## src/rtl/fsp_pkg.sv

```systemverilog
package fsp_pkg;

  localparam int unsigned GP_CFG_W = 2;

  typedef enum logic [GP_CFG_W-1:0] {
    GP_OFF = 2'd0,
    GP_IN  = 2'd1,
    GP_OUT = 2'd2,
    GP_RSV = 2'd3
  } gp_cfg_e;

  typedef enum logic [3:0] {
    RXM_OFF,
    RXM_GIN,
    RXM_GOUT,
    RXM_FS_IN,
    RXM_FS_OUT,
    RXM_FLG_IN,
    RXM_FLG_OUT,
    RXM_BUFEN,
    RXM_IDLE
  } rx_mode_e;

  typedef enum logic [2:0] {
    TXM_OFF,
    TXM_GIN,
    TXM_GOUT,
    TXM_FS_IN,
    TXM_FS_OUT
  } tx_mode_e;

  function automatic rx_mode_e rx_decode(input logic gsel, input logic [GP_CFG_W-1:0] cfg,
                                         input logic sync, input logic tebe, input logic rdir);
    rx_mode_e m;
    if (gsel) begin
      case (gp_cfg_e'(cfg))
        GP_IN:   m = RXM_GIN;
        GP_OUT:  m = RXM_GOUT;
        default: m = RXM_OFF;
      endcase
    end else if (!sync) begin
      m = rdir ? RXM_FS_OUT : RXM_FS_IN;
    end else if (!tebe) begin
      m = rdir ? RXM_FLG_OUT : RXM_FLG_IN;
    end else begin
      m = rdir ? RXM_BUFEN : RXM_IDLE;
    end
    return m;
  endfunction

  function automatic tx_mode_e tx_decode(input logic gsel, input logic [GP_CFG_W-1:0] cfg,
                                         input logic tdir);
    tx_mode_e m;
    if (gsel) begin
      case (gp_cfg_e'(cfg))
        GP_IN:   m = TXM_GIN;
        GP_OUT:  m = TXM_GOUT;
        default: m = TXM_OFF;
      endcase
    end else begin
      m = tdir ? TXM_FS_OUT : TXM_FS_IN;
    end
    return m;
  endfunction

endpackage

```

## src/rtl/fsp_mode_reg.sv

```systemverilog
module fsp_mode_reg
  import fsp_pkg::*;
(
  input  logic                clk_i,
  input  logic                rst_ni,
  input  logic                sync_i,
  input  logic                tebe_i,
  input  logic                rdir_i,
  input  logic                tdir_i,
  input  logic                rx_gsel_i,
  input  logic [GP_CFG_W-1:0] rx_gcfg_i,
  input  logic                tx_gsel_i,
  input  logic [GP_CFG_W-1:0] tx_gcfg_i,
  output rx_mode_e            rx_mode_o,
  output tx_mode_e            tx_mode_o,
  output logic                sync_o
);

  rx_mode_e rx_mode_q;
  tx_mode_e tx_mode_q;
  logic     sync_q;

  // reset state: both pads GP disconnected
  always_ff @(posedge clk_i or negedge rst_ni) begin
    if (!rst_ni) begin
      rx_mode_q <= RXM_OFF;
      tx_mode_q <= TXM_OFF;
      sync_q    <= 1'b0;
    end else begin
      rx_mode_q <= rx_decode(rx_gsel_i, rx_gcfg_i, sync_i, tebe_i, rdir_i);
      tx_mode_q <= tx_decode(tx_gsel_i, tx_gcfg_i, tdir_i);
      sync_q    <= sync_i;
    end
  end

  assign rx_mode_o = rx_mode_q;
  assign tx_mode_o = tx_mode_q;
  assign sync_o    = sync_q;

endmodule

```

## src/rtl/fsp_tx_pin.sv

```systemverilog
module fsp_tx_pin
  import fsp_pkg::*;
(
  input  tx_mode_e mode_i,
  input  logic     fs_int_i,
  input  logic     pin_i,
  input  logic     gout_i,
  output logic     pin_o,
  output logic     oe_o,
  output logic     fs_o,
  output logic     gin_o
);

  always_comb begin
    pin_o = 1'b0;
    oe_o  = 1'b0;
    fs_o  = 1'b0;
    gin_o = 1'b0;
    case (mode_i)
      TXM_GIN:    gin_o = pin_i;
      TXM_GOUT:   begin pin_o = gout_i;   oe_o = 1'b1; end
      TXM_FS_IN:  fs_o = pin_i;
      TXM_FS_OUT: begin pin_o = fs_int_i; oe_o = 1'b1; fs_o = fs_int_i; end
      default: ;
    endcase
  end

endmodule

```

## src/rtl/fsp_rx_pin.sv

```systemverilog
module fsp_rx_pin
  import fsp_pkg::*;
(
  input  rx_mode_e mode_i,
  input  logic     sync_i,
  input  logic     tx_fs_i,
  input  logic     fs_int_i,
  input  logic     pin_i,
  input  logic     gout_i,
  input  logic     of1_i,
  input  logic     tx_active_i,
  output logic     pin_o,
  output logic     oe_o,
  output logic     fs_o,
  output logic     gin_o
);

  logic own_fs;

  always_comb begin
    pin_o  = 1'b0;
    oe_o   = 1'b0;
    gin_o  = 1'b0;
    own_fs = 1'b0;
    case (mode_i)
      RXM_GIN:     gin_o = pin_i;
      RXM_GOUT:    begin pin_o = gout_i;      oe_o = 1'b1; end
      RXM_FS_IN:   own_fs = pin_i;
      RXM_FS_OUT:  begin pin_o = fs_int_i;    oe_o = 1'b1; own_fs = fs_int_i; end
      RXM_FLG_OUT: begin pin_o = of1_i;       oe_o = 1'b1; end
      RXM_BUFEN:   begin pin_o = tx_active_i; oe_o = 1'b1; end
      default: ;
    endcase
    // synchronous mode: receiver timed by transmit frame sync
    fs_o = sync_i ? tx_fs_i : own_fs;
  end

endmodule

```

## src/rtl/fsp_flag_unit.sv

```systemverilog
module fsp_flag_unit #(
  parameter logic FLAG_RST = 1'b0
) (
  input  logic clk_i,
  input  logic rst_ni,
  input  logic net_mode_i,
  input  logic frame_i,
  input  logic slot_i,
  input  logic out_en_i,
  input  logic in_en_i,
  input  logic of1_bit_i,
  input  logic pin_i,
  output logic of1_o,
  output logic if1_o
);

  logic strobe;
  logic of1_q, if1_q;

  assign strobe = net_mode_i ? slot_i : frame_i;

  always_ff @(posedge clk_i or negedge rst_ni) begin
    if (!rst_ni) begin
      of1_q <= FLAG_RST;
      if1_q <= FLAG_RST;
    end else begin
      if (strobe && out_en_i) of1_q <= of1_bit_i;
      if (strobe && in_en_i)  if1_q <= pin_i;
    end
  end

  assign of1_o = of1_q;
  assign if1_o = if1_q;

endmodule

```

## src/rtl/fsp_pin_ctl.sv

```systemverilog
module fsp_pin_ctl
  import fsp_pkg::*;
(
  input  logic                clk_i,
  input  logic                rst_ni,
  input  logic                sync_mode_i,
  input  logic                buf_en_sel_i,
  input  logic                rx_dir_out_i,
  input  logic                tx_dir_out_i,
  input  logic                net_mode_i,
  input  logic                rx_gpio_sel_i,
  input  logic [GP_CFG_W-1:0] rx_gpio_cfg_i,
  input  logic                rx_gpio_out_i,
  input  logic                tx_gpio_sel_i,
  input  logic [GP_CFG_W-1:0] tx_gpio_cfg_i,
  input  logic                tx_gpio_out_i,
  input  logic                rx_fs_int_i,
  input  logic                tx_fs_int_i,
  input  logic                slot_strobe_i,
  input  logic                tx_active_i,
  input  logic                of1_bit_i,
  input  logic                rx_pin_i,
  input  logic                tx_pin_i,
  output logic                rx_pin_o,
  output logic                rx_pin_oe_o,
  output logic                tx_pin_o,
  output logic                tx_pin_oe_o,
  output logic                rx_fs_o,
  output logic                tx_fs_o,
  output logic                rx_gpio_in_o,
  output logic                tx_gpio_in_o,
  output logic                if1_o
);

  rx_mode_e rx_mode;
  tx_mode_e tx_mode;
  logic     sync_q;
  logic     of1_q;
  logic     tx_fs;

  fsp_mode_reg u_mode (
    .clk_i     (clk_i),
    .rst_ni    (rst_ni),
    .sync_i    (sync_mode_i),
    .tebe_i    (buf_en_sel_i),
    .rdir_i    (rx_dir_out_i),
    .tdir_i    (tx_dir_out_i),
    .rx_gsel_i (rx_gpio_sel_i),
    .rx_gcfg_i (rx_gpio_cfg_i),
    .tx_gsel_i (tx_gpio_sel_i),
    .tx_gcfg_i (tx_gpio_cfg_i),
    .rx_mode_o (rx_mode),
    .tx_mode_o (tx_mode),
    .sync_o    (sync_q)
  );

  fsp_tx_pin u_tx (
    .mode_i   (tx_mode),
    .fs_int_i (tx_fs_int_i),
    .pin_i    (tx_pin_i),
    .gout_i   (tx_gpio_out_i),
    .pin_o    (tx_pin_o),
    .oe_o     (tx_pin_oe_o),
    .fs_o     (tx_fs),
    .gin_o    (tx_gpio_in_o)
  );

  fsp_flag_unit #(.FLAG_RST(1'b0)) u_flag (
    .clk_i      (clk_i),
    .rst_ni     (rst_ni),
    .net_mode_i (net_mode_i),
    .frame_i    (tx_fs),
    .slot_i     (slot_strobe_i),
    .out_en_i   (rx_mode == RXM_FLG_OUT),
    .in_en_i    (rx_mode == RXM_FLG_IN),
    .of1_bit_i  (of1_bit_i),
    .pin_i      (rx_pin_i),
    .of1_o      (of1_q),
    .if1_o      (if1_o)
  );

  fsp_rx_pin u_rx (
    .mode_i      (rx_mode),
    .sync_i      (sync_q),
    .tx_fs_i     (tx_fs),
    .fs_int_i    (rx_fs_int_i),
    .pin_i       (rx_pin_i),
    .gout_i      (rx_gpio_out_i),
    .of1_i       (of1_q),
    .tx_active_i (tx_active_i),
    .pin_o       (rx_pin_o),
    .oe_o        (rx_pin_oe_o),
    .fs_o        (rx_fs_o),
    .gin_o       (rx_gpio_in_o)
  );

  assign tx_fs_o = tx_fs;

endmodule

```

## config.mk

```make
export PLATFORM = sky130hd
export DESIGN_NAME = fsp_pin_ctl
export DESIGN_NICKNAME = d
export VERILOG_FILES = /design/src/rtl/fsp_pkg.sv /design/src/rtl/fsp_mode_reg.sv /design/src/rtl/fsp_tx_pin.sv /design/src/rtl/fsp_rx_pin.sv /design/src/rtl/fsp_flag_unit.sv /design/src/rtl/fsp_pin_ctl.sv
export SDC_FILE = /design/constraint.sdc
export NUM_CORES = 1
export LEC_CHECK = 0
export ABC_AREA = 1
export BUFFER_PORTS_ARGS = -buffer_cell sky130_fd_sc_hd__buf_4
export CAP_MARGIN = 5
export CORE_MARGIN = 2
export CORE_UTILIZATION = 44
export DETAILED_ROUTE_END_ITERATION = 8
export PLACE_DENSITY = 0.74
export SLEW_MARGIN = 40
export SYNTH_ARGS = -nofsm -noshare
export SYNTH_HDL_FRONTEND = slang
export SYNTH_HIERARCHICAL = 1
export SYNTH_SLANG_ARGS = --single-unit
```

## constraint.sdc

```tcl
create_clock -name clk_i -period 1.4 [get_ports clk_i]
set_clock_uncertainty 0.05 [all_clocks]
set_input_delay 0.07 -clock clk_i [delete_from_list [all_inputs] [get_ports clk_i]]
set_output_delay 0.07 -clock clk_i [all_outputs]
set_load 0.05 [all_outputs]
```

**After elaboration in Yosys (flattened, before gate mapping)**

Cells that the tools add are included.

- Latch bits: 0
- Output and inout bits: 9
- Memories kept: 0
- Bits in read-only memories: 0
- RAM bits: 0
- Input port bits: 22
- Logic and storage cells: 44
- Flip-flop bits (word level): 10

- Add/subtract/negate cells: 0
- $lt $le $gt $ge: 0
- Reduce and logical (&&, ||, !) cells: 4
- Bitwise operators: 0
- Div/mod/pow operators: 0
- Equality and inequality tests: 15
- Shifts and indexed selects: 0
- Muxes and demuxes: 20
- Multipliers: 0

Operator list:

| kind | count |
|---|---|
| 4-bit by 3-bit == test with 1-bit output (second input constant) | 4 |
| 4-bit two-way mux | 4 |
| 3-bit two-way mux | 3 |
| 4-bit by 2-bit == test with 1-bit output (second input constant) | 2 |
| 2-bit one-hot mux with 2 select lines | 2 |
| 3-bit by 2-bit == test with 1-bit output (second input constant) | 2 |
| 1-bit two-way mux | 6 |
| 1-bit one-hot mux with 2 select lines | 3 |
| 2-bit by 1-bit == test with 1-bit output (second input constant) | 2 |
| 2-bit == test (second input constant) | 2 |
| 4-bit by 1-bit == test with 1-bit output (second input constant) | 1 |
| 1-bit one-hot mux with 4 select lines | 1 |
| 4-bit OR reduction | 1 |
| 3-bit by 1-bit == test with 1-bit output (second input constant) | 1 |
| 3-bit == test (second input constant) | 1 |
| 1-bit logical AND | 2 |
| 2-bit two-way mux | 1 |
| 2-bit OR reduction | 1 |

**Depth between registers and ports, before layout**

Gate-level depths: netlist of the first run.

- Depth after elaboration: 4
- Gate-level depth with buffers: 8
- Depth with buffers taken out: 8

**Modules after synthesis**

The synthesis of the first run kept the hierarchy.

Modules (own cells, without submodules):

| module | area each (um^2) | times used | cells an instance |
|---|---|---|---|
| fsp_mode_reg | 341.6 | 1 | 39 |
| fsp_flag_unit | 117.6 | 1 | 18 |
| fsp_rx_pin | 112.6 | 1 | 27 |
| fsp_tx_pin | 65.1 | 1 | 13 |
| fsp_pin_ctl | 30.0 | 1 | 8 |

**Least setup slack after synthesis of the first run**

OpenSTA, ideal clock, no wires.

- Path type: register -> output
- From: register u_mode.tx_mode_q[0] (netlist: u_mode/tx_mode_o[0])
- To: output port rx_fs_o
- Data required time: 1280 ps
- Slack: -161 ps
- Cell stages (with the launch flop): 6
- Arrival time: 1441 ps
- Cells stage by stage: dfrtp_1 > nor2_2 > nand3_2 > nand2_1 > nand2_1 > nand2_1

- Cells in the longest elaborated chain, start to end: 3
- Elaborated cells between the ends (all ways): 4
- Those cells by class: 2 x eq/ne; 2 x mux

Ends and longest elaborated chain:

| item | RTL line | source |
|---|---|---|
| from (decl) | fsp_mode_reg.sv:20 | `tx_mode_e tx_mode_q;` |
| from (signal assigned) | fsp_mode_reg.sv:31 | `tx_mode_q <= tx_decode(tx_gsel_i, tx_gcfg_i, tdir_i);` |
| 3-bit == test or 3-bit by 2-bit == test with 1-bit output (tied branches) | fsp_tx_pin.sv:19 | `case (mode_i)` |
| 1-bit one-hot mux with 2 select lines * | fsp_tx_pin.sv:19 |  |
| net tx_fs_o | fsp_pin_ctl.sv:29 | `output logic tx_fs_o,` |
| 1-bit two-way mux * | fsp_rx_pin.sv:35 | `fs_o = sync_i ? tx_fs_i : own_fs;` |
| to (decl) | fsp_pin_ctl.sv:28 | `output logic rx_fs_o,` |

Mark *: on every way through the listed nets, which the timed path passes. The rest lies on a longest branch.

**Worst setup path in the final report of the first run**

- From: register u_mode.rx_mode_q[3] (netlist: u_mode/rx_mode_o[3])
- To: output port rx_pin_o

- Cells in the longest elaborated chain, start to end: 2
- Elaborated cells between the ends (all ways): 5
- Those cells by class: 4 x eq/ne; 1 x mux

Ends and longest elaborated chain:

| item | RTL line | source |
|---|---|---|
| from (decl) | fsp_mode_reg.sv:19 | `rx_mode_e rx_mode_q;` |
| from (signal assigned) | fsp_mode_reg.sv:30 | `rx_mode_q <= rx_decode(rx_gsel_i, rx_gcfg_i, sync_i, tebe_i, rdir_i);` |
| 4-bit by 3-bit == test with 1-bit output or 4-bit by 2-bit == test with 1-bit output (tied branches) | fsp_rx_pin.sv:25 | `case (mode_i)` |
| 1-bit one-hot mux with 4 select lines * | fsp_rx_pin.sv:25 |  |
| to (decl) | fsp_pin_ctl.sv:24 | `output logic rx_pin_o,` |

Every way passes the cells marked *; elsewhere a longest branch is shown, timed or not.

==> summary.txt, run 1 <==
Run status = complete, but fails checks
Failing checks = setup timing
Period utilization = 102.5%
Required @ worst endpoint = 1.28 ns
Sequential cell area fraction in the yosys report = 37.52%
Synthesized net count = 129
Routed wire length = 1724 µm
Internal = 0.0005686 W
Synth Area in Adders = 3.752%
Data arrival, critical path = 1.31 ns
Longest Clk Path Bufs = 2
Post-detailed-route wirelength per cell = 10.32 µm
Drc violations = 0
Setup Viol. Count Final = 2
Worst setup EP type = output pin
Share of cells above drive strength 1 = 37.09%
Post-synthesis mux area share = 0%
Dpl hpwl = 1117 µm
VDD IR-drop max = 522.5 µV
Synth Area in Simple Gates = 46.53%
Fin. max-slew vios = 0
Largest net degree at the start of global routing = 11
Commonest non-fill, non-tap cell in the layout = nand2_1
Main area contributors after synthesis = dfrtp_1 38%, nand2_1 21%, nand3_1 11%
First-pass GRT wire length = 2691 µm
FP Rows = 14
Final cell count without fillers = 167
Switching part of the total = 35.99%
Max-slew headroom = 89.56%
Vias in the first global route = 704
Total power = 0.0008883 W
RSZ-0062 raised after global routing = true
DP Worst Slack = 0.2285 ns
Gate power share = 39.9%
Remaining global-route overflow = 0
Placed Cells = 151
Vias per cell = 4.850
Sequential Power Share = 39.5%
Area grow syn2layout = 63.98%
WS Path Type = reg -> out
Iteration-0 DRC Markers = 10
Fmax = 697.1 MHz
Flops & latches, synth = 10
CTS Buf Count = 3
Initial antenna violation count = 0
Final WS setup = -0.03450 ns
Post-Synthesis Cells = 105
Maximum capacitance violations = 0
HP Class = in -> reg
Worst-path clk slew = 0.06 ns
# port buffers = 30
Lkg Pwr = 0.6258 nW
Drt pass-1 iters = 6
Final min period = 1.435 ns
Synthesized area per cell = 6.351 µm²
Yosys cell types = 13
Via count = 810
Final RePlAce weighted congestion = 0.8071
Final nets = 177
Die height = 42.93 µm
Clock share of power = 20.6%
Main combinational cell family by area after synthesis = simple AND/OR/NAND/NOR gates
Fin Setup TNS = -0.04086 ns
Syn. warnings = 6
DIE AREA = 1843 µm²
Post-synth top area share = 37.52%
Power Dens Cells = 812.3 nW/µm²
Actual slew at the worst max-slew pin = 0.1560 ns
CP max FO = 3
Compound-gate portion of the synthesized area = 1.501%
Startpoint Class = flip-flop
Worst-Skew Late Latency = 0.25 ns
Core Util, Final = 75.22%
Initial Util = 45.87%
Die width = 42.93 µm
Post-Syn Area = 666.9 µm²
CTS tree = done
P_sw = 0.0003197 W
Cell taking the most area after synthesis = dfrtp_1
Post-Synth XOR/XNOR Area = 0%
Final hold vios = 0
Num Clock Sinks = 10
I/O pin total = 31
Area of the core = 1454 µm²
Post-route ant nets = 0
Most frequent cells in the layout = 35 x nand2_1, 33 x buf_4, 15 x inv_1, 13 x nand3_1, 10 x nor2_1
Tot GR Track Use = 19.57%
ANT cells = 0
Max H-tree Level = 1
Root buffer cell = clkbuf_4
state kept, by name, summed over array words and instances, names as in the netlist:
name,count
u_mode/tx_mode_o,3
u_flag/if1_o,1
u_mode/rx_mode_o,4
u_mode/sync_o,1
u_flag/of1_o,1
Yosys cell counts, drive strengths merged:
master	n
nand3	16
inv	18
nand2	38
clkinv	1
ha	2
o21ai	2
nand4	3
nor2	15
dfrtp	10
power by group through the flow:
| stage | registers [W] | clock network, W | logic (W) |
|---|---|---|---|
| floorplan | 0.000375 | 0 | 0.000156 |
| global placement | 0.000353 | 0 | 0.000293 |
| detailed placement | 0.000353 | 0 | 0.000297 |
| CTS | 0.000348 | 0.000191 | 0.000332 |
| global route | 0.000354 | 0.000208 | 0.000383 |
| finish | 0.000351 | 0.000183 | 0.000355 |
stage by stage:
step / hold WS [ns] / instance area (µm²)
after global routing: 0.01999 / 1094
after detailed placement: -0.1493 / 917.1
after floorplan: -0.2756 / 671.9
after CTS: 0.006191 / 1051
after global placement: -0.1529 / 917.1
final: 0.01513 / 1094
per-layer routing:
| layer | share of wire (%) | track usage (%) |
|---|---|---|
| met1 | 41 | 21.68 |
| met2 | 54 | 35.45 |
| met3 | 3.6 | 1.277 |
| met4 | 1.1 | 12.73 |
| met5 | 0 | 0 |
final cells by class:
class	count	area, µm²
inverter	19	71.32
fill	124	360.3
tap	16	20.02
sequential	10	252.7
timing repair buffer	43	359.1
multi-input combinational	76	367.9
clock buffer	3	22.52
critical path, stage by stage (launching register included):
cell,delay [ns]
dfrtp_1,0.41
nor2_2,0.16
nand3_2,0.11
buf_4,0.14
nand3_2,0.08
buf_8,0.15
path summary, 6_finish.rpt:
path	from	endpoint	slack, ns	depth (start not counted)
setup / recovery	u_mode/rx_mode_o[3]	rx_pin_o	-0.03	5
hold / removal	of1_bit_i	u_flag/of1_o	0.02	3
setup reg to reg	u_mode/tx_mode_o[0]	u_flag/if1_o	0.10	9
hold reg to reg	u_flag/of1_o	u_flag/of1_o	0.45	2
max in group asynchronous	rst_ni	u_mode/rx_mode_o[0]	1.03	2
min in group asynchronous	rst_ni	u_mode/sync_o	0.12	2
cell families (layout without fill, tap and decap cells):
group	after synthesis	after routing
fa+ha+maj	2	2
buf+inv	19	65
flops	10	10
compound gates	2	2
simple gates	72	72
what timing repair did:
action / 4_1_cts / 5_1_grt
gates resized for setup: 6 / 9
endpoints found under the hold margin: 16 / 0
buffers inserted: 3 / 3
hold buffers: 7 / 0
endpoints found under the setup margin: 3 / 4
cloned: 0 / 0
pin swaps: 2 / 10
Note: power is estimated with default switching activity, not from simulation.
==> run 2, diff against run 1 <==
--- a/config.mk
+++ b/config.mk
@@ -12,6 +12,7 @@
 export CORE_UTILIZATION = 44
 export DETAILED_ROUTE_END_ITERATION = 8
 export PLACE_DENSITY = 0.74
+export RECOVER_POWER = 25
 export SLEW_MARGIN = 40
 export SYNTH_ARGS = -nofsm -noshare
 export SYNTH_HDL_FRONTEND = slang
==> run 2 against run 1 <==
  * The flow still finishes with violations (setup timing)
  * Non-clock buffer count did not move
  * Wire length barely moved
  * Critical path depth did not move
  * Sequential share of layout area rose by 0.080 points
  * Combinational power barely moved
  * Worst setup slack got worse by 0.0021 ns
  * Sequential power barely moved
  * Fmax fell by 0.15%
  * Global-route usage did not move
  * Die area did not move
  * Highest routed layer unchanged
==> summary.txt, run 2 (synthesis gave the netlist of run 1 again) <==
Final hold vios = 0 (unchanged)
Required @ worst endpoint = 1.28 ns (about the same)
R2r setup slk = 0.10 ns (about the same)
Remaining global-route overflow = 0 (unchanged)
Worst setup endpoint = rx_pin_o (unchanged)
Lkg Pwr = 0.6222 nW (was 0.6258 nW)
Die height = 42.93 µm (unchanged)
Fillers = 126 (was 124)
Max H-tree Level = 1 (unchanged)
VDD IR-drop max = 522.5 µV (about the same)
Fin. max-slew vios = 0 (unchanged)
Die width = 42.93 µm (unchanged)
Iteration-0 DRC Markers = 10 (unchanged)
Most frequent CP cell = nand3_2 (unchanged)
CTS Buf Count = 3 (unchanged)
Via count = 810 (unchanged)
Initial antenna violation count = 0 (unchanged)
DIE AREA = 1843 µm² (unchanged)
Post-route ant nets = 0 (unchanged)
CTS tree = done (unchanged)
Root buffer cell = clkbuf_4 (unchanged)
Largest net degree at the start of global routing = 11 (unchanged)
Share of cells above drive strength 1 = 36.42% (was 37.09%)
Final nets = 177 (unchanged)
Worst-Skew Late Latency = 0.25 ns (about the same)
Worst setup EP type = output pin (unchanged)
FP Rows = 14 (unchanged)
Final cell count without fillers = 167 (unchanged)
Vias per cell = 4.850 (unchanged)
Tot GR Track Use = 19.57% (unchanged)
Register area = 252.7 µm² (unchanged)
Slowest stage cell on the critical path = dfrtp_1 (unchanged)
Startpoint Class = flip-flop (unchanged)
Gate power share = 39.8% (was 39.9%)
CP max FO = 3 (unchanged)
Multi-input logic area = 367.9 µm² (unchanged)
Power Dens Cells = 813.9 nW/µm² (was 812.3 nW/µm²)
Area grow syn2layout = 63.42% (was 63.98%)
Final WS setup = -0.03665 ns (was -0.03450 ns)
Most frequent cells in the layout = 35 x nand2_1, 32 x buf_4, 15 x inv_1, 13 x nand3_1, 10 x nor2_1 (was 35 x nand2_1, 33 x buf_4, 15 x inv_1, 13 x nand3_1, 10 x nor2_1)
Longest Clk Path Bufs = 2 (unchanged)
P_sw = 0.0003197 W (about the same)
Num Clock Sinks = 10 (unchanged)
Fmax = 696.1 MHz (was 697.1 MHz)
Routed wire length = 1725 µm (was 1724 µm)
Final RePlAce weighted congestion = 0.8071 (unchanged)
Worst Reg-to-Reg Cells = 9 (unchanged)
Max reg flops = 4 (unchanged)
Placed Cells = 151 (unchanged)
Failing checks = setup timing (unchanged)
Commonest non-fill, non-tap cell in the layout = nand2_1 (unchanged)
Run status = complete, but fails checks (unchanged)
ANT cells = 0 (unchanged)
RSZ-0062 raised after global routing = true (unchanged)
R2R Path End = u_flag/if1_o (unchanged)
Initial Util = 45.87% (unchanged)
Fin Setup TNS = -0.04516 ns (was -0.04086 ns)
Max-slew headroom = 67.00% (was 89.56%)
I/O pin total = 31 (unchanged)
Drt pass-1 iters = 6 (unchanged)
Setup Viol. Count Final = 2 (unchanged)
WS Path Type = reg -> out (unchanged)
Switching part of the total = 36.05% (was 35.99%)
Sequential Power Share = 39.5% (about the same)
Final hold slack = 0.01513 ns (about the same)
Actual slew at the worst max-slew pin = 0.4951 ns (was 0.1560 ns)
HP Class = in -> reg (unchanged)
Period utilization = 102.6% (was 102.5%)
Post-detailed-route wirelength per cell = 10.33 µm (was 10.32 µm)
Data arrival, critical path = 1.32 ns (was 1.31 ns)
First-pass GRT wire length = 2691 µm (unchanged)
Worst-path clk slew = 0.06 ns (about the same)
Largest stage delay, worst path = 0.42 ns (was 0.41 ns)
Final min period = 1.437 ns (was 1.435 ns)
Vias in the first global route = 704 (unchanged)
Dpl hpwl = 1117 µm (unchanged)
Internal = 0.0005673 W (was 0.0005686 W)
Clock share of power = 20.6% (about the same)
Drc violations = 0 (unchanged)
Critical path cell sequence = nor2_2 -> nand3_2 -> buf_4 -> nand3_2 -> buf_8 (unchanged)
Maximum capacitance violations = 0 (unchanged)
Start point of the critical path = u_mode/rx_mode_o[3] (unchanged)
Area of the core = 1454 µm² (unchanged)
Reg2reg start = u_mode/tx_mode_o[0] (unchanged)
# port buffers = 30 (unchanged)
==> run 2: cell count changes in the layout (fill, tap and decap cells not counted) <==
cell	delta
clkbuf_1	+1
buf_4	-1
==> run 2: repair_timing <==
item,in CTS,in global routing
gates resized for setup,6,9
hold buffers,7,0
pin swaps,2,10
setup buffers,3,3
endpoints found under the hold margin,16,0
endpoints found under the setup margin,3,4
==> run 2: metrics by stage <==
step / power [W] / area (µm²) / utilization (%) / setup slack (ns)
floorplan: 0.0005312 / 671.9 / - / -0.003161
global placement: 0.0006462 / 917.1 / 63.08 / 0.2454
detailed placement: 0.0006504 / 917.1 / 63.08 / 0.2285
CTS: 0.0008701 / 1051 / 72.29 / 0.002685
global route: 0.0009431 / 1090 / 74.96 / -0.09682
finish: 0.0008870 / 1090 / 74.96 / -0.03665
==> run 2: final cells by class <==
class | instances | share of cell area, %
clock buffer | 3 | 2.067
inverter | 19 | 6.544
multi-input combinational | 76 | 33.75
sequential | 10 | 23.19
tap | 16 | 1.837
timing repair buffer | 43 | 32.61
==> run 2: worst min-delay path by stage <==
stage	start	slack [ns]	depth (start not counted)	to
after detailed placement	rst_ni	-0.15	1	u_mode/tx_mode_o[0]
after floorplan	rst_ni	-0.28	0	u_flag/if1_o
after global routing	of1_bit_i	0.02	3	u_flag/of1_o
final	of1_bit_i	0.02	3	u_flag/of1_o
after global placement	rst_ni	-0.15	1	u_mode/tx_mode_o[0]
after CTS	of1_bit_i	0.006	3	u_flag/of1_o
==> run 2: power groups by stage <==
stage                     clock [W]  combinational [W]  sequential (W)
after floorplan                   0           0.000156        0.000375
after global placement            0           0.000293        0.000353
after detailed placement          0           0.000297        0.000353
after CTS                  0.000191           0.000332        0.000348
after global routing       0.000208           0.000381        0.000354
final                      0.000183           0.000353        0.000351
==> run 2: worst max-delay path: cells and delay by family (launching register included) <==
family,cells,cell delay [ns]
simple gates,3,0.35
flops,1,0.42
buf+inv,2,0.29
==> run 2: layer usage <==
| metal | vias up | GRT usage (%) | share of wire (%) |
|---|---|---|---|
| met1 | 369 | 21.68 | 41 |
| met5 | - | 0 | 0 |
| met4 | 0 | 12.73 | 1.1 |
| met3 | 2 | 1.277 | 3.6 |
| li1 | 416 | - | - |
| met2 | 23 | 35.45 | 54 |
==> run 3, diff against run 2 <==
--- a/config.mk
+++ b/config.mk
@@ -5,13 +5,12 @@
 export SDC_FILE = /design/constraint.sdc
 export NUM_CORES = 1
 export LEC_CHECK = 0
-export ABC_AREA = 1
 export BUFFER_PORTS_ARGS = -buffer_cell sky130_fd_sc_hd__buf_4
 export CAP_MARGIN = 5
 export CORE_MARGIN = 2
-export CORE_UTILIZATION = 44
+export CORE_UTILIZATION = 46
 export DETAILED_ROUTE_END_ITERATION = 8
-export PLACE_DENSITY = 0.74
+export PLACE_DENSITY = 0.78
 export RECOVER_POWER = 25
 export SLEW_MARGIN = 40
 export SYNTH_ARGS = -nofsm -noshare
==> constraint.sdc (replaced) <==
create_clock -name clk_i -period 1.8 [get_ports clk_i]
set_clock_uncertainty 0.05 [all_clocks]
set_input_delay 0.09 -clock clk_i [delete_from_list [all_inputs] [get_ports clk_i]]
set_output_delay 0.09 -clock clk_i [all_outputs]
set_load 0.05 [all_outputs]
==> run 3 against run 2 <==
  * The flow now finishes without violations
  * Clock power down 21%
  * Sequential share of layout area up 2.3 points
  * Core utilization up 1.6 points
==> summary.txt, run 3 <==
Commonest non-fill, non-tap cell in the layout = buf_4 (was nand2_1)
Core Util, Final = 76.53% (was 74.96%)
Most frequent cells in the layout = 29 x buf_4, 10 x dfrtp_1, 8 x dlygate4sd3_1, 7 x nand2_1, 5 x and4bb_2 (was 35 x nand2_1, 32 x buf_4, 15 x inv_1, 13 x nand3_1, 10 x nor2_1)
Final cell count without fillers = 114 (was 167)
I/O pin total = 31 (unchanged)
Critical path cell sequence = and4bb_2 -> a31oi_1 -> o31ai_2 -> buf_4 (was nor2_2 -> nand3_2 -> buf_4 -> nand3_2 -> buf_8)
Final WS setup = 0.1452 ns (was -0.03665 ns)
Synth top cells by count = 10 x dfrtp_1, 7 x nand2_1, 5 x and4bb_2 (was 37 x nand2_1, 17 x inv_1, 15 x nand3_1)
Post-Synthesis Cells = 58 (was 105)
Hold Path Depth = 2 (was 3)
R2r setup slk = 0.27 ns (was 0.10 ns)
Top Layer Used = met4 (unchanged)
Die width = 40.70 µm (was 42.93 µm)
CTS resizes = 0 (was 6)
R2R Path End = u_flag/of1_o (was u_flag/if1_o)
Post-synthesis mux area share = 9.697% (was 0%)
Max-slew headroom = 65.40% (was 67.00%)
WS Path Type = reg -> out (unchanged)
Worst-Skew Late Latency = 0.26 ns (was 0.25 ns)
Max reg flops = 4 (unchanged)
Vias per cell = 5.272 (was 4.850)
Compound-gate portion of the synthesized area = 12.53% (was 1.501%)
Remaining global-route overflow = 0 (unchanged)
Fmax = 604.3 MHz
ANT cells = 0 (unchanged)
HP Class = in -> reg (unchanged)
Buf+Inv Stages, Crit Path = 1 (was 2)
Routed wire length = 1479 µm (was 1725 µm)
Yosys cell types = 23 (was 13)
Most used DFF post-synth = dfrtp_1 (unchanged)
Run status = finished, final reports clean (was complete, but fails checks)
Largest net degree at the start of global routing = 11 (unchanged)
Maximum capacitance violations = 0 (unchanged)
FP Rows = 13 (was 14)
Drc violations = 0 (unchanged)
First-pass GRT wire length = 2311 µm (was 2691 µm)
Most common cell in the netlist = dfrtp_1 (was nand2_1)
DP Worst Slack = 0.2723 ns (was 0.2285 ns)
VDD IR-drop max = 387.7 µV (was 522.5 µV)
WHS Endpoint = u_flag/of1_o (unchanged)
Slowest stage cell on the critical path = dfrtp_1 (unchanged)
Worst setup EP type = output pin (unchanged)
Final min period = 1.655 ns
Synth Area in Simple Gates = 29.90% (was 46.53%)
Asr flop ratio synth = 100.0% (unchanged)
Final nets = 125 (was 177)
Iteration-0 DRC Markers = 3 (was 10)
# port buffers = 30 (unchanged)
Max H-tree Level = 1 (unchanged)
Post-detailed-route wirelength per cell = 12.97 µm (was 10.33 µm)
Area grow syn2layout = 58.79% (was 63.42%)
Main combinational cell family by area after synthesis = simple AND/OR/NAND/NOR gates (unchanged)
Placed Cells = 103 (was 151)
Flops & latches, synth = 10 (unchanged)
Post-Synth XOR/XNOR Area = 2.828% (was 0%)
Main area contributors after synthesis = dfrtp_1 40%, and4bb_2 10%, mux2_4 9.7% (was dfrtp_1 38%, nand2_1 21%, nand3_1 11%)
Tot GR Track Use = 23.33% (was 19.57%)
Syn. warnings = 6 (unchanged)
Worst Reg-to-Reg Cells = 5 (was 9)
Met2 WL = 788 µm (was 931 µm)
Top delay family on crit path = flip-flops (unchanged)
CP max FO = 8 (was 3)
Lkg Pwr = 0.4642 nW (was 0.6222 nW)
RSZ-0062 raised after global routing = false (was true)
Initial Util = 48.20% (was 45.87%)
Initial antenna violation count = 0 (unchanged)
EDFF count, synth = 0 (unchanged)
Die height = 40.70 µm (was 42.93 µm)
CTS Buf Count = 3 (unchanged)
Actual slew at the worst max-slew pin = 0.5190 ns (was 0.4951 ns)
Synthesized net count = 82 (was 129)
Synth Area in Adders = 4.040% (was 3.752%)
Fin Setup TNS = 0 ns (was -0.04516 ns)
Final hold vios = 0 (unchanged)
Startpoint Class = flip-flop (unchanged)
Area of the core = 1285 µm² (was 1454 µm²)
Share of cells above drive strength 1 = 45.45% (was 36.42%)
Power Dens Cells = 701.4 nW/µm² (was 813.9 nW/µm²)
Vias in the first global route = 543 (was 704)
Cell taking the most area after synthesis = dfrtp_1 (unchanged)
CTS tree = done (unchanged)
Largest stage delay, worst path = 0.45 ns (was 0.42 ns)
Root buffer cell = clkbuf_4 (unchanged)
Longest Clk Path Bufs = 2 (unchanged)
Num Clock Sinks = 10 (unchanged)
DIE AREA = 1656 µm² (was 1843 µm²)
Drt pass-1 iters = 4 (was 6)
Fin. max-slew vios = 0 (unchanged)
Met3 wire len = 97 µm (was 62 µm)
Reg2reg start = u_mode/tx_mode_o[1] (was u_mode/tx_mode_o[0])
Worst-path clk slew = 0.07 ns (was 0.06 ns)
Via count = 601 (was 810)
Synthesized area per cell = 10.68 µm² (was 6.351 µm²)
Final RePlAce weighted congestion = 0.6828 (was 0.8071)
Sequential cell area fraction in the yosys report = 40.40% (was 37.52%)
Setup Viol. Count Final = 0 (was 2)
Required @ worst endpoint = 1.66 ns (was 1.28 ns)
Post-route ant nets = 0 (unchanged)
Worst min-delay path startpoint = of1_bit_i (unchanged)
Period utilization = 91.93%
Post-Syn Area = 619.3 µm² (was 666.9 µm²)
Dpl hpwl = 1159 µm (was 1117 µm)
Data arrival, critical path = 1.51 ns (was 1.32 ns)
DRT met1 WL = 533 µm (was 711 µm)
Post-synth top area share = 40.40% (was 37.52%)
## run 3: what timing repair did
action	CTS	global route
endpoints found under the setup margin	0	0
hold endpoints to repair	16	0
setup buffers	0	0
hold buffers	8	0
## run 3: per-layer routing
layer	GRT usage (%)	up-vias
met5	0	-
met4	23.33	0
met3	5.435	6
met2	40.08	25
met1	22.03	273
li1	-	297
## run 3: where the power goes
| part | leakage (nW) | internal (W) | switching, W |
|---|---|---|---|
| clock | 0.0138 | 0.0000766 | 0.0000678 |
| sequential | 0.125 | 0.000252 | 0.0000276 |
| combinational | 0.325 | 0.000129 | 0.000137 |
| total | 0.464 | 0.000458 | 0.000232 |
## run 3: layout make-up
| type | count | area (µm²) |
|---|---|---|
| clock buffer | 3 | 22.52 |
| inverter | 1 | 3.754 |
| timing repair buffer | 38 | 301.5 |
| tap | 15 | 18.77 |
| multi-input combinational | 47 | 386.6 |
| fill | 101 | 301.5 |
| sequential | 10 | 250.2 |
## run 3: through the flow
step            power, W  hold slack [ns]  cell area (µm²)
6_report       0.0006898          0.03073            983.4
2_1_floorplan  0.0004371          -0.2556            640.6
3_5_place_dp   0.0005380          -0.1260            884.6
3_3_place_gp   0.0005310          -0.1280            884.6
5_1_grt        0.0007368         0.003254            983.4
4_1_cts        0.0006978          0.02749            987.2
## run 3: worst max-delay path by stage
stage / startpoint / to / slack [ns] / cells past startpoint
global route: u_mode/rx_mode_o[1] / rx_fs_o / 0.06 / 4
CTS: u_mode/rx_mode_o[0] / rx_pin_o / 0.13 / 4
floorplan: u_mode/tx_mode_o[1] / u_flag/of1_o / 0.08 / 5
detailed placement: u_mode/tx_mode_o[0] / u_flag/of1_o / 0.27 / 5
global placement: u_mode/tx_mode_o[0] / u_flag/if1_o / 0.33 / 5
finish: u_mode/rx_mode_o[1] / rx_fs_o / 0.15 / 4
## run 3: cell families (layout without fill, tap and decap cells)
group / count (synthesis) / count (layout)
muxes: 4 / 4
buffers and inverters: 1 / 42
and+or+nand+nor: 28 / 28
AOI/OAI and AO/OA: 11 / 11
DFF: 10 / 10
adders and majority gates: 2 / 2
xor gates and xnor gates: 2 / 2
